--- src/rtl/pxaddr_pkg.sv ---
package pxaddr_pkg;

    localparam int CMD_W        = 36;
    localparam int FN_W         = 4;
    localparam int COL_W        = 8;
    localparam int COORD_W      = 12;
    localparam int WID_W        = 16;
    localparam int ADDR_W       = 18;
    localparam int MODE_W       = 3;
    localparam int BITPOS_W     = 3;
    localparam int MAX_BPP_LOG2 = 4;
    localparam int MODE_LSB     = 24;

    localparam logic [FN_W-1:0] FN_WRITE     = 4'd1;
    localparam logic [FN_W-1:0] FN_WRITE_KEY = 4'd2;
    localparam logic [FN_W-1:0] FN_COPY      = 4'd3;
    localparam logic [FN_W-1:0] FN_COPY_KEY  = 4'd4;
    localparam logic [FN_W-1:0] FN_READ      = 4'd6;
    localparam logic [FN_W-1:0] FN_DST_PITCH = 4'd12;
    localparam logic [FN_W-1:0] FN_DST_BASE  = 4'd14;

    // one raster descriptor: where it starts, bytes per row, depth code
    typedef struct packed {
        logic [ADDR_W-1:0] base;
        logic [WID_W-1:0]  pitch;
        logic [MODE_W-1:0] depth;
    } raster_t;

    // outgoing pixel command layout, msb first
    typedef struct packed {
        logic [FN_W-1:0]     fn;
        logic [COL_W-1:0]    colour;
        logic [MODE_W-1:0]   depth;
        logic [BITPOS_W-1:0] bitpos;
        logic [ADDR_W-1:0]   addr;
    } pixel_out_t;

    function automatic logic is_pixel_fn(input logic [FN_W-1:0] fn);
        return (fn == FN_WRITE) || (fn == FN_WRITE_KEY) || (fn == FN_COPY) ||
               (fn == FN_COPY_KEY) || (fn == FN_READ);
    endfunction

    function automatic logic keeps_colour(input logic [FN_W-1:0] fn);
        return (fn == FN_WRITE) || (fn == FN_WRITE_KEY);
    endfunction

    // log2 of bits per pixel; codes above the deepest mode saturate
    function automatic logic [2:0] depth_log2(input logic [MODE_W-1:0] depth);
        return (depth > MODE_W'(MAX_BPP_LOG2)) ? 3'(MAX_BPP_LOG2) : 3'(depth);
    endfunction

endpackage

--- src/rtl/pxaddr_cfg.sv ---
module pxaddr_cfg
    import pxaddr_pkg::*;
#(
    parameter int SIDES = 2
) (
    input  logic              clk,
    input  logic              rst,
    input  logic              cmd_vld,
    input  logic [FN_W-1:0]   cmd_fn,
    input  logic [WID_W-1:0]  pitch_in,
    input  logic [ADDR_W-1:0] base_in,
    input  logic [MODE_W-1:0] depth_in,
    output raster_t           dst_ras,
    output raster_t           src_ras
);

    // side 0 = destination (codes 12/14), side 1 = source (codes 13/15)
    for (genvar i = 0; i < SIDES; i++) begin : g_side
        localparam logic [FN_W-1:0] PITCH_CODE = FN_DST_PITCH + FN_W'(i);
        localparam logic [FN_W-1:0] BASE_CODE  = FN_DST_BASE + FN_W'(i);
        raster_t ras_q;

        always_ff @(posedge clk) begin
            if (rst) begin
                ras_q <= '0;
            end else if (cmd_vld) begin
                if (cmd_fn == PITCH_CODE) begin
                    ras_q.pitch <= pitch_in;
                end
                if (cmd_fn == BASE_CODE) begin
                    ras_q.base  <= base_in;
                    ras_q.depth <= depth_in;
                end
            end
        end
    end

    assign dst_ras = g_side[0].ras_q;
    assign src_ras = g_side[1].ras_q;

endmodule

--- src/rtl/pxaddr_calc.sv ---
module pxaddr_calc
    import pxaddr_pkg::*;
(
    input  raster_t              ras,
    input  logic [COORD_W-1:0]   x,
    input  logic [COORD_W-1:0]   y,
    output logic [ADDR_W-1:0]    addr,
    output logic [BITPOS_W-1:0]  bitpos
);

    localparam int XBITS_W = COORD_W + MAX_BPP_LOG2;

    logic [XBITS_W-1:0] x_bits;
    logic [ADDR_W-1:0]  y_ext;
    logic [ADDR_W-1:0]  pitch_ext;
    logic [ADDR_W-1:0]  byte_off;

    always_comb begin
        x_bits    = XBITS_W'(x) << depth_log2(ras.depth);
        y_ext     = ADDR_W'(y);
        pitch_ext = ADDR_W'(ras.pitch);
        byte_off  = ADDR_W'(x_bits >> 3);
        addr      = ras.base + (y_ext * pitch_ext) + byte_off;
        bitpos    = x_bits[BITPOS_W-1:0];
    end

endmodule

--- src/rtl/pxaddr_gen.sv ---
module pxaddr_gen
    import pxaddr_pkg::*;
(
    input  logic             clk,
    input  logic             rst,
    input  logic             draw_cmd_rdy,
    input  logic [CMD_W-1:0] draw_cmd,
    output logic             pixel_cmd_rdy,
    output logic [CMD_W-1:0] pixel_cmd
);

    logic [FN_W-1:0]    in_fn;
    logic [COL_W-1:0]   in_col;
    logic [COORD_W-1:0] in_x;
    logic [COORD_W-1:0] in_y;
    logic               in_pixel;

    assign in_fn    = draw_cmd[CMD_W-1 -: FN_W];
    assign in_col   = draw_cmd[CMD_W-FN_W-1 -: COL_W];
    assign in_y     = draw_cmd[2*COORD_W-1 -: COORD_W];
    assign in_x     = draw_cmd[COORD_W-1:0];
    assign in_pixel = draw_cmd_rdy && is_pixel_fn(in_fn);

    raster_t dst_ras;
    raster_t src_ras;

    pxaddr_cfg #(.SIDES(2)) u_cfg (
        .clk      (clk),
        .rst      (rst),
        .cmd_vld  (draw_cmd_rdy),
        .cmd_fn   (in_fn),
        .pitch_in (draw_cmd[WID_W-1:0]),
        .base_in  (draw_cmd[ADDR_W-1:0]),
        .depth_in (draw_cmd[MODE_LSB +: MODE_W]),
        .dst_ras  (dst_ras),
        .src_ras  (src_ras)
    );

    // stage 1: capture the pixel function with its descriptor
    logic               s1_vld;
    logic [FN_W-1:0]    s1_fn;
    logic [COL_W-1:0]   s1_col;
    logic [COORD_W-1:0] s1_x;
    logic [COORD_W-1:0] s1_y;
    raster_t            s1_ras;

    always_ff @(posedge clk) begin
        if (rst) begin
            s1_vld <= 1'b0;
            s1_fn  <= '0;
            s1_col <= '0;
            s1_x   <= '0;
            s1_y   <= '0;
            s1_ras <= '0;
        end else begin
            s1_vld <= in_pixel;
            if (in_pixel) begin
                s1_fn  <= in_fn;
                s1_col <= keeps_colour(in_fn) ? in_col : '0;
                s1_x   <= in_x;
                s1_y   <= in_y;
                s1_ras <= (in_fn == FN_READ) ? src_ras : dst_ras;
            end
        end
    end

    // stage 2: address arithmetic and output register
    logic [ADDR_W-1:0]   s1_addr;
    logic [BITPOS_W-1:0] s1_bitpos;

    pxaddr_calc u_calc (
        .ras    (s1_ras),
        .x      (s1_x),
        .y      (s1_y),
        .addr   (s1_addr),
        .bitpos (s1_bitpos)
    );

    pixel_out_t out_q;
    logic       out_vld_q;

    always_ff @(posedge clk) begin
        if (rst) begin
            out_vld_q <= 1'b0;
            out_q     <= '0;
        end else begin
            out_vld_q <= s1_vld;
            if (s1_vld) begin
                out_q.fn     <= s1_fn;
                out_q.colour <= s1_col;
                out_q.depth  <= s1_ras.depth;
                out_q.bitpos <= s1_bitpos;
                out_q.addr   <= s1_addr;
            end
        end
    end

    assign pixel_cmd_rdy = out_vld_q;
    assign pixel_cmd     = out_q;

endmodule

--- config.mk ---
export PLATFORM = sky130hd
export DESIGN_NAME = pxaddr_gen
export DESIGN_NICKNAME = d
export VERILOG_FILES = /design/src/rtl/pxaddr_pkg.sv /design/src/rtl/pxaddr_cfg.sv /design/src/rtl/pxaddr_calc.sv /design/src/rtl/pxaddr_gen.sv
export SDC_FILE = /design/constraint.sdc
export NUM_CORES = 1
export LEC_CHECK = 0
export BUFFER_PORTS_ARGS = -buffer_cell sky130_fd_sc_hd__buf_2
export CORE_ASPECT_RATIO = 1.75
export CORE_MARGIN = 2
export CORE_UTILIZATION = 38
export CTS_BUF_LIST = sky130_fd_sc_hd__clkbuf_8
export DETAILED_ROUTE_END_ITERATION = 8
export HOLD_SLACK_MARGIN = 0.12
export SYNTH_ARGS = -nofsm -noshare
export SYNTH_HDL_FRONTEND = slang
export SYNTH_SLANG_ARGS = --single-unit
--- constraint.sdc ---
create_clock -name clk -period 5.87 [get_ports clk]
set_input_delay 0.2935 -clock clk [delete_from_list [all_inputs] [get_ports clk]]
set_output_delay 0.2935 -clock clk [all_outputs]
set_load 0.01 [all_outputs]
; Word-level counts from Yosys, hierarchy flattened
; Index checks and enable logic that the tools add are counted.
[classes]
n_addsub = 2
n_mul = 1
magnitude_cmp = 1
n_eq_ne = 9
shifts = 1
muxes = 3
n_reduce_logical = 9
[ops]
columns = operator, n
row1 = $mux 37, 1
row2 = $add 18x13->18, 1
row3 = $add 18x18->18, 1
row4 = $mul 12x16->18, 1
row5 = $eq 4x4->1 const B, 4
row6 = $shl 12x3->16, 1
row7 = $eq 4x2->1 const B, 2
row8 = $eq 4x3->1 const B, 2
row9 = $mux 8, 1
row10 = $reduce_and 2->1, 4
row11 = $eq 4x1->1 const B, 1
row12 = $logic_or 1x1->1, 4
row13 = $gt 3x3->1 const B, 1
row14 = $mux 3, 1
row15 = $logic_and 1x1->1, 1
[word_totals]
register_bits = 185
input_bits = 39
output_inout_bits = 37
elab_cells = 46

; Depth between registers and ports, before layout
[logic_depth]
depth_word = 6
depth_mapped = 21
mapped_depth_nobuf = 20

; Modules after synthesis
; A second synthesis with hierarchy kept.
[hier_totals]
cells_unflattened = 1432
area_unflattened_um2 = 13240.2
[by_module_without_submodules]
columns = module, n_inst, cells_per_inst, area_per_inst_um2, seq_area_each_um2
row1 = pxaddr_calc, 1, 658, 5651.7, 0.0
row2 = pxaddr_gen, 1, 487, 4453.0, 2222.1
row3 = pxaddr_cfg, 1, 287, 3135.5, 1481.4

; Least setup slack after synthesis
; Ideal clock, no wire load.
[synth_path]
path_type = reg-to-reg
from = reg s1_y[3]
to = reg out_q, in the netlist pixel_cmd[15]
arrival_ns = 5.378
required_time_ns = 5.799
slack_ns = 0.421
path_stages_with_launch = 22
synth_period_minus_slack_ns = 5.449
path_cell_list = dfxtp_1 > clkbuf_1 > nand2_1 > fa_1 > inv_1 > fa_1 > inv_1 > fa_1 > inv_1 > fa_1 > fa_1 > inv_1 > fa_1 > inv_1 > ha_1 > o21ai_0 > o21bai_1 > a211oi_1 > o21ai_1 > a21oi_1 > mux2_1 > a21oi_1
[synth_via]
elab_chain_len = 3
[synth_lines]
columns = item, line
row1 = start: declaration, pxaddr_gen.sv:44  ; logic [COORD_W-1:0] s1_y;
row2 = start signal: assignment, pxaddr_gen.sv:61  ; s1_y <= in_y;
row3 = $mul 12x16->18, pxaddr_calc.sv:23  ; addr = ras.base + (y_ext * pitch_ext) + byte_off;
row4 = $add 18x18->18, pxaddr_calc.sv:23
row5 = $add 18x13->18, pxaddr_calc.sv:23
row6 = end: declaration, pxaddr_gen.sv:79  ; pixel_out_t out_q;
; No other way between the ends.
; A chain may end at the register's enable or synchronous reset.

; Worst setup path in the final report
[layout_path]
from = reg s1_y[0]
to = reg out_q, in the netlist pixel_cmd[15]
; The elaborated chain is that of the path after synthesis.

==> results.yml <==
global_routing:
  grt_use_met2_pct: 34.0
  grt_pass1_vias: 9456
  grt_pass1_wl_um: 49000
  use_met3_pct: 2.36
  grt_usage_pct: 18.2
  grt.met1_usage_pct: 20.5
  top_usage_layer: "met2"
  antenna_found_initial: 1
  grt_max_degree: 108
  overflow: 0
worst_setup_path:
  crit_top_cell: "fa_1"
  path_class: "flip-flop to flip-flop"
  cp_data_required_time_ns: 6.31
  max_stage_delay_ns: 0.53
  worstSetupStartpointType: "flip-flop"
  path_cells: "and2_1, fa_1, inv_1, fa_1, inv_1, fa_1, fa_1, fa_1, inv_1, fa_1, inv_1, ha_1, nand3_1, a211oi_1, a211oi_2, o21ai_1, a21oi_1, mux2_1, a21oi_1"
  path_buf_inv: 4
  cp-end-kind: "flip-flop"
  cpMaxStageDelayCell: "fa_1"
  cp.arrival_ns: 6.05
  crit_family: "adder cells"
  crit_path_max_fanout: 11
clocking:
  clk_latency_ns: 0.50
  cts_buffer_depth: 2
  cts_root_buf: "clkbuf_8"
  post_cts_buffers: 0
  clk_pin_slew_ns: 0.11
  cts_tree: "yes"
  clock-sinks: 185
  cts_htree_levels: 4
  cts_buffers: 17
synth:
  yosysWarnings: 0
  async_reset_ff_share_pct: 0
  avgSynthCellArea_um2: 8.67
  synth_edf_count: 0
  seq_area_frac_synth_pct: 30.2
  netlist_top_cells_area: "dfxtp_1 30%, fa_1 20%, nand2_1 9.3%"
  syn_nets: 1627
  syn-instance-count: 1415
  synthDominantCellAreaShare_pct: 30.2
  synthFlopType: "dfxtp_1"
  synth_area_um2: 12300
  synth_top_cell_by_area: "dfxtp_1"
  ys_types: 52
  ys_ff_latch: 185
flow_run:
  cap_violations: 0
placement:
  placed_area_um2: 13000
  routabilityCongestion: 0.842
  io_buffers: 75
  place_hpwl_um: 23100
run_status:
  status: "finished clean"
power:
  sequentialPowerShare_pct: 52.5
  power.switching_mw: 0.754
  p_leak_nw: 5.67
  power_density_nw_per_um2: 185
  p_int_mw: 1.79
  p_clk_share_pct: 32.8
  swShare_pct: 29.7
  comb_power_share_pct: 14.7
  peakVddDrop_mv: 0.134
finish:
  nets: 1695
  utilization_pct: 42.9
  n_fill_cell: 3270
  drive_gt1_share_pct: 10.2
  area_delta_synth_final_pct: 12.0
  final_area_um2: 13700
route:
  drt_first_pass_iters: 4
  drt-total-wl_um: 30300
  ant_nets: 0
  vias: 9315
  wl_per_cell_um: 16.0
  drc: 0
  drtIter0Drc: 417
  viasPerCell: 4.92
timing:
  fin_crit_ns: 5.61
  rsz0062_at_grt: "true"
  tightest_slew_ns: 1.01
  clock_skew_ns: 0.0182
  setup_viol: 0
  drv_slew: 0
  hold_viol_final: 0
  slew-limit-headroom_pct: 33.0
  fmax_mhz: 178
  min_period_over_period_pct: 95.6
floorplanning:
  core_area_um2: 32000
  die_y_um: 242
  die-area_um2: 33800
  rows: 87
  die_w_um: 140
  initial_core_util_pct: 38.3
  pin_count: 76
min_path:
  hold_class: "input pin to flip-flop"
==> synthesized netlist by cell type (2+ instances only) <==
cell	instances
nand2_1	303
dfxtp_1	185
inv_1	151
fa_1	123
a21oi_1	120
nor2_1	84
mux2i_1	72
and2_1	69
clkbuf_1	68
ha_1	50
a211oi_1	46
xnor2_1	24
buf_2	13
o21ai_0	13
a22o_1	8
mux2_2	8
nor3_1	7
buf_1	6
xor2_1	6
o21bai_1	5
a21o_1	4
nand2b_1	4
nor3b_1	4
o21ai_1	4
nand3_1	3
o311ai_0	3
or3b_2	3
a31oi_1	2
nand4_1	2
nor2b_1	2
o21a_1	2
==> what timing repair did <==
item                                    CTS  global route
resized for setup                         0             2
hold buffers                             35             0
hold endpoints to repair                106             0
endpoints found under the setup margin    0             3
==> registers in the layout, summed over array words and instances, names as in the netlist <==
register and flops:
pixel_cmd_rdy 1, s1_col 8, s1_x 12, pixel_cmd 36, s1_vld 1, s1_y 12
s1_ras 37, u_cfg.src_ras 37, s1_fn 4, u_cfg.dst_ras 37
==> cells in the final DEF, fill, tap and decap left out, drive strengths merged, types with 50 or more instances in the layout <==
master	n
a21oi	120
and2	69
buf	102
dfxtp	185
fa	123
ha	50
inv	155
mux2i	72
nand2	304
nor2	84
==> final cells by class <==
type                       count  area, um^2  share of cell area [%]
tap                          400         500                    3.64
clock inverter                12         120                   0.875
clock buffer                  18         248                    1.80
timing repair buffer         137         935                    6.81
sequential                   185        3710                    27.0
antenna                        1        2.50                  0.0182
inverter                     151         567                    4.13
multi-input combinational    991        7650                    55.7
==> power groups by stage <==
stage | clock [mW] | combinational (mW) | sequential (mW)
2_1_floorplan | 0 | 0.254 | 1.34
3_3_place_gp | 0 | 0.359 | 1.36
3_5_place_dp | 0 | 0.364 | 1.36
4_1_cts | 0.865 | 0.382 | 1.33
5_1_grt | 0.904 | 0.422 | 1.34
6_report | 0.835 | 0.374 | 1.33
==> logic make-up (layout without fill, tap and decap cells) <==
| kind of cell | after synthesis | in the layout | synth area share (%) |
|---|---|---|---|
| other | 0 | 1 | 0 |
| muxes | 82 | 82 | 6.89 |
| buffers and inverters | 239 | 318 | 7.51 |
| and+or+nand+nor | 491 | 491 | 17.4 |
| adders and majority gates | 173 | 173 | 25.2 |
| DFF | 185 | 185 | 30.2 |
| xor gates and xnor gates | 31 | 31 | 2.33 |
| AOI/OAI and AO/OA | 214 | 214 | 10.5 |
==> metal layers <==
metal	up-vias	wire, um
met1	4472	12000
met4	0	1020
met2	150	16500
met3	52	726
met5	-	0
li1	4641	-
==> through the flow <==
stage	std cells	TNS [ns]	setup WS [ns]	hold slack (ns)	power [mW]
floorplan	1415	0	0.421	0.378	1.59
global placement	1829	0	0.297	0.441	1.72
detailed placement	1829	0	0.207	0.446	1.73
CTS	1894	0	0.214	0.260	2.58
global route	1895	-0.114	-0.0428	0.297	2.67
finish	1895	0	0.256	0.288	2.54
==> final timing paths <==
path / start / endpoint / slack (ns) / cells past startpoint
worst min-delay path: rst / pixel_cmd[9]$_SDFFE_PP0P_ / 0.29 / 2
worst max-delay path: s1_y[0]$_SDFFE_PP0P_ / pixel_cmd[15]$_SDFFE_PP0P_ / 0.26 / 19
worst min register to register: u_cfg.src_ras[25]$_SDFFE_PP0P_ / u_cfg.src_ras[25]$_SDFFE_PP0P_ / 0.46 / 2
worst max register to register: s1_y[0]$_SDFFE_PP0P_ / pixel_cmd[15]$_SDFFE_PP0P_ / 0.26 / 19
(Power assumes the default switching activity.)
